[src/rtl/psr_pkg.sv]
package psr_pkg;
    typedef enum logic [1:0] {
        K_DESEL = 2'd0,
        K_READ  = 2'd1,
        K_WRITE = 2'd2
    } kind_t;
endpackage

[src/rtl/psr_cmd_reg.sv]
module psr_cmd_reg
    import psr_pkg::*;
#(
    parameter int AW = 6,
    parameter int NB = 4,
    parameter int BW = 9
) (
    input  logic             clk,
    input  logic             rst_n,
    input  logic             sleep,
    input  logic             cmd_en,
    input  logic             wr_all,
    input  logic             wr_bytes,
    input  logic [NB-1:0]    byte_sel,
    input  logic [AW-1:0]    addr,
    input  logic [NB*BW-1:0] wdata,
    output kind_t            kind1,
    output logic [AW-1:0]    addr1,
    output logic [NB*BW-1:0] wdata1,
    output logic [NB-1:0]    mask1
);
    kind_t         kind_n;
    logic [NB-1:0] mask_n;

    // request decode: sleep and a cleared enable both become a deselect
    always_comb begin
        if (sleep || !cmd_en)        kind_n = K_DESEL;
        else if (wr_all || wr_bytes) kind_n = K_WRITE;
        else                         kind_n = K_READ;
        mask_n = wr_all ? {NB{1'b1}} : byte_sel;
    end

    always_ff @(posedge clk or negedge rst_n) begin
        if (!rst_n) begin
            kind1  <= K_DESEL;
            addr1  <= '0;
            wdata1 <= '0;
            mask1  <= '0;
        end else begin
            kind1  <= kind_n;
            addr1  <= addr;
            wdata1 <= wdata;
            mask1  <= mask_n;
        end
    end
endmodule

[src/rtl/psr_store.sv]
module psr_store
    import psr_pkg::*;
#(
    parameter int AW = 6,
    parameter int NB = 4,
    parameter int BW = 9
) (
    input  logic             clk,
    input  logic             rst_n,
    input  kind_t            kind1,
    input  logic [AW-1:0]    addr1,
    input  logic [NB*BW-1:0] wdata1,
    input  logic [NB-1:0]    mask1,
    output logic [NB*BW-1:0] rdata_q
);
    localparam int DEPTH = 1 << AW;

    for (genvar g = 0; g < NB; g++) begin : g_lane
        logic [BW-1:0] lane_mem [DEPTH];
        logic [BW-1:0] lane_q;

        // one storage column per byte lane
        always_ff @(posedge clk) begin
            if (kind1 == K_WRITE && mask1[g])
                lane_mem[addr1] <= wdata1[g*BW +: BW];
        end

        always_ff @(posedge clk or negedge rst_n) begin
            if (!rst_n)                lane_q <= '0;
            else if (kind1 == K_READ)  lane_q <= lane_mem[addr1];
        end

        assign rdata_q[g*BW +: BW] = lane_q;
    end
endmodule

[src/rtl/psr_drive.sv]
module psr_drive
    import psr_pkg::*;
(
    input  logic  clk,
    input  logic  rst_n,
    input  kind_t kind1,
    input  logic  dual_desel,
    input  logic  oe,
    input  logic  sleep,
    output logic  rdata_en
);
    kind_t kind2;
    logic  stage_ok;

    // output-stage state: advance from the command stage every edge
    always_ff @(posedge clk or negedge rst_n) begin
        if (!rst_n) kind2 <= K_DESEL;
        else        kind2 <= kind1;
    end

    // drive decision from the pair of stage states
    always_comb begin
        stage_ok = 1'b0;
        unique case (kind2)
            K_READ: begin
                unique case (kind1)
                    K_WRITE: stage_ok = 1'b0;
                    K_DESEL: stage_ok = dual_desel;
                    default: stage_ok = 1'b1;
                endcase
            end
            default: stage_ok = 1'b0;
        endcase
    end

    assign rdata_en = stage_ok & oe & ~sleep;

    AST_WRITE_QUIET: assert property (@(posedge clk) disable iff (!rst_n)
        (kind1 == K_WRITE) |-> !rdata_en);
    AST_SLEEP_QUIET: assert property (@(posedge clk) disable iff (!rst_n)
        sleep |-> !rdata_en);
    AST_OE_GATE: assert property (@(posedge clk) disable iff (!rst_n)
        !oe |-> !rdata_en);
endmodule

[src/rtl/pipe_sram.sv]
module pipe_sram
    import psr_pkg::*;
#(
    parameter int AW = 6,
    parameter int NB = 4,
    parameter int BW = 9
) (
    input  logic             clk,
    input  logic             rst_n,
    input  logic             dual_desel,
    input  logic             sleep,
    input  logic             oe,
    input  logic             cmd_en,
    input  logic             wr_all,
    input  logic             wr_bytes,
    input  logic [NB-1:0]    byte_sel,
    input  logic [AW-1:0]    addr,
    input  logic [NB*BW-1:0] wdata,
    output logic [NB*BW-1:0] rdata,
    output logic             rdata_en
);
    localparam int WW = NB * BW;

    kind_t         kind1;
    logic [AW-1:0] addr1;
    logic [WW-1:0] wdata1;
    logic [NB-1:0] mask1;

    psr_cmd_reg #(.AW(AW), .NB(NB), .BW(BW)) u_cmd (
        .clk(clk), .rst_n(rst_n), .sleep(sleep), .cmd_en(cmd_en),
        .wr_all(wr_all), .wr_bytes(wr_bytes), .byte_sel(byte_sel),
        .addr(addr), .wdata(wdata),
        .kind1(kind1), .addr1(addr1), .wdata1(wdata1), .mask1(mask1)
    );

    psr_store #(.AW(AW), .NB(NB), .BW(BW)) u_store (
        .clk(clk), .rst_n(rst_n), .kind1(kind1), .addr1(addr1),
        .wdata1(wdata1), .mask1(mask1), .rdata_q(rdata)
    );

    psr_drive u_drive (
        .clk(clk), .rst_n(rst_n), .kind1(kind1), .dual_desel(dual_desel),
        .oe(oe), .sleep(sleep), .rdata_en(rdata_en)
    );

    // port-level view of requests, for the timing properties below
    logic       acc_rd, acc_wr, acc_des;
    logic [1:0] age;
    assign acc_rd  = !sleep && cmd_en && !wr_all && !wr_bytes;
    assign acc_wr  = !sleep && cmd_en && (wr_all || wr_bytes);
    assign acc_des = sleep || !cmd_en;

    always_ff @(posedge clk or negedge rst_n) begin
        if (!rst_n)           age <= '0;
        else if (age != 2'd3) age <= age + 2'd1;
    end

    AST_SCD_CUT: assert property (@(posedge clk) disable iff (!rst_n)
        (!dual_desel && age >= 2'd1 && $past(acc_des)) |-> !rdata_en);
    AST_DCD_HOLD: assert property (@(posedge clk) disable iff (!rst_n)
        (dual_desel && age >= 2'd2 && $past(acc_rd, 2) && !$past(acc_wr)
         && oe && !sleep) |-> rdata_en);
endmodule

[config.mk]
export PLATFORM = sky130hd
export DESIGN_NAME = pipe_sram
export DESIGN_NICKNAME = d
export VERILOG_FILES = /design/src/rtl/psr_pkg.sv /design/src/rtl/psr_cmd_reg.sv /design/src/rtl/psr_store.sv /design/src/rtl/psr_drive.sv /design/src/rtl/pipe_sram.sv
export SDC_FILE = /design/constraint.sdc
export NUM_CORES = 2
export LEC_CHECK = 0
export CORE_ASPECT_RATIO = 0.75
export CORE_UTILIZATION = 60
export DETAILED_ROUTE_END_ITERATION = 10
export MAX_ROUTING_LAYER = met4
export PLACE_DENSITY = 0.75
export SYNTH_ARGS = -nofsm -noshare
export SYNTH_HDL_FRONTEND = slang
export SYNTH_SLANG_ARGS = --single-unit
[constraint.sdc]
create_clock -name clk -period 3.15 [get_ports clk]
set_input_delay 0.4725 -clock clk [delete_from_list [all_inputs] [get_ports clk]]
set_output_delay 0.4725 -clock clk [all_outputs]
set_load 0.01 [all_outputs]
==> out/qor.yml <==
gp_congestion: 1.02
path_cells: "buf_12 > buf_4 > nand2b_1 > o22ai_1 > o21ai_0 > buf_4 > nand4_1 > o32a_1"
final_util_pct: 70.3
clkPwrFrac_pct: 39.2
drv_slew: 0
critPathCaptureType: "flop"
tightest_slew_ps: 1380
final_antenna_net_count: 0
final_cells: 7672
cts_made_buffers: 212
max_stage_delay_ps: 620
grt_pass1_wl_microns: 392000
grt_pass1_vias: 52200
netlist_area_sq_mm: 0.0914
drt-initial-drc-count: 10800
layout_setup_ws_ps: -105
required_ps: 3900
first_pass_iters: 8
async_flop_share_pct: 3.60
syn_nets: 4950
ir_worst_vdd_mv: 0.513
p_switching_mw: 14.3
synthTopCellsByArea: "edfxtp_1 76%, mux4_2 5.9%, a221oi_1 3.0%, mux2i_1 2.5%, dfrtp_1 2.4%"
wl_per_cell_microns: 36.4
syn_to_final_growth_pct: 15.8
power_frac_comb_pct: 5.5
wirelength_microns: 279000
dieArea_sq_mm: 0.154
portBuffers: 90
worst_path_max_delay_cell: "dfrtp_4"
setup-violations-final: 2
seq_power_share_pct: 55.3
cp_max_fo: 29
clock-root-buffer: "clkbuf_16"
synth_seq_cells: 2390
antenna_found_initial: 8
viasPerCell: 7.21
cts_max_path_buffers: 3
finalPower_mw: 64.9
core_area_sq_mm: 0.151
synth_commonest_cells: "2304 x edfxtp_1, 413 x nor2_1, 317 x a221oi_1"
rows: 123
synth_ff_type: "edfxtp_1"
post_cts_buffers: 0
dp_hpwl_microns: 180000
hold_viol: 0
yosysWarnings: 0
syn_area_per_cell_sq_um: 18.7
synth_edf_count: 2304
yosysSeqAreaShare_pct: 78.1
ctsHtreeMaxLevel: 4
power.internal_mw: 50.5
nets: 5524
hp-class: "in2reg"
period_minus_slack_ps: 3260
grt_max_degree: 65
switching_share_pct: 22.1
violations: "setup timing"
status: "complete, but fails checks"
grt_overflow: 0
yosysTopAreaCellShare_pct: 75.7
power_density_mw_per_mm2: 613
cp-start-kind: "flop"
die_h_microns: 340
max-slew-margin-rel_pct: 7.80
postSynthCellCount: 4896
period_share_pct: 103
synth.most_common_cell: "edfxtp_1"
via_count: 55300
rsz0062_at_grt: "false"
drc: 0
start_util_pct: 60.7
max_cap_violations: 0
cts.sinks: 2390
grt_use_total_pct: 37.6
fmax_mhz: 307
io_pins: 91
criticalPathCategory: "reg2reg"
tritoncts: "built"
clock_latency_ps: 890
crit_path_frequent_cell: "buf_4"
p_leak_nw: 34.4
clk_pin_slew_ps: 70
layout-drive-gt1-share_pct: 23.3
synth_cell_types: 65
critPathArrivalTime_ps: 4010
die_w_microns: 453
dpl.cell_count: 7253
fin_skew_ps: 35.1
yosys.area.top_type: "edfxtp_1"
-- stage by stage --
| stage | instance area, sq um | hold WS, ps | TNS, ps | worst slack (ps) |
|---|---|---|---|---|
| final | 106000 | 22.4 | -120 | -105 |
| after global routing | 106000 | 32.0 | 0 | 7.49 |
| after CTS | 106000 | 1.84 | 0 | 75.7 |
| after detailed placement | 98900 | 458 | -3520 | -157 |
| after global placement | 98900 | 434 | -1130 | -145 |
| after floorplan | 91400 | 177 | 0 | 541 |
-- power groups by stage --
stage,Combinational [mW],Clock [mW],Sequential [mW]
2_1_floorplan,1.72,0,36.1
3_3_place_gp,3.40,0,36.5
3_5_place_dp,3.45,0,36.5
4_1_cts,3.48,25.4,35.8
5_1_grt,3.67,26.7,35.8
6_report,3.59,25.4,35.8
-- sequential cells by signal, summed over array words and instances, names as in the netlist --
| register | cells |
|---|---|
| u_cmd.kind1 | 2 |
| u_store.g_lane.lane_q | 36 |
| u_store.g_lane.lane_mem | 2304 |
| u_cmd.addr1 | 6 |
| u_drive.kind2 | 2 |
| u_cmd.mask1 | 4 |
| u_cmd.wdata1 | 36 |
-- logic make-up after synthesis --
logic type / count (synthesis) / share of synthesized area (%)
buffers and inverters: 346 / 1.85
AOI/OAI and AO/OA: 893 / 7.36
muxes: 561 / 9.53
DFF: 2390 / 78.1
and+or+nand+nor: 706 / 3.19
-- cell usage in the layout (no fill, tap or decap), types with 21 or more instances in the layout --
cell and n:
clkbuf_16 218, clkdlybuf4s50_1 89, buf_4 527, dfrtp_2 36, a22oi_1 128, nand2_1 173
nand3_1 22, buf_12 81, nor3_1 23, clkinv_2 23, mux4_2 238, a31oi_1 25
mux2i_1 230, clkbuf_1 74, mux2_2 90, clkinv_1 37, dfrtp_1 47, a21oi_1 66
o21ai_0 101, o22ai_1 110, o32a_1 21, a221oi_1 313, edfxtp_1 2304, a22o_1 27
nor2_1 400
-- routing by layer --
| metal | GRT usage [%] | up-vias | share of wire [%] | wire length, microns |
|---|---|---|---|---|
| met2 | 50.1 | 5399 | 42 | 118000 |
| met4 | 15.4 | 0 | 4.9 | 13600 |
| met1 | 52.7 | 27700 | 35 | 99200 |
| li1 | - | 21300 | - | - |
| met5 | - | - | 0 | 0 |
| met3 | 13.7 | 857 | 17 | 48800 |
-- path summary, 6_finish.rpt --
kind / cells after the start / endpoint / from / slack (ps)
min in group asynchronous: 2 / u_cmd.wdata1[4] / rst_n / 140
setup / recovery: 8 / u_store.g_lane[1].lane_q[5] / u_cmd.addr1[1] / -110
hold reg to reg: 0 / u_drive.kind2[0] / u_cmd.kind1[0] / 470
max in group asynchronous: 3 / u_cmd.wdata1[27] / rst_n / 2220
setup reg to reg: 8 / u_store.g_lane[1].lane_q[5] / u_cmd.addr1[1] / -110
hold / removal: 1 / u_cmd.wdata1[19] / wdata[19] / 20
-- cell type report --
cell class	instances	area, sq um
Tap cell	2000	2500
Sequential cell	2390	71400
Clock buffer	309	5970
Fill cell	9000	44700
Multi-Input combinational cell	2160	18500
Timing Repair Buffer	701	6510
Inverter	5	27.5
Clock inverter	89	777
Antenna cell	18	45.0
-- worst max-delay path, delay by kind of cell, from the launching register on --
family / cells / cell delay, ps
AO/OA/AOI/OAI: 3 / 1010
buffers and inverters: 3 / 800
AND/OR/NAND/NOR: 2 / 660
flip-flops: 1 / 620
-- what timing repair did --
action / CTS / global route
setup endpoints to repair: 90 / 18
resized for setup: 4 / 6
hold endpoints to repair: 37 / 0
hold buffers: 3 / 0
(Power assumes the default switching activity.)
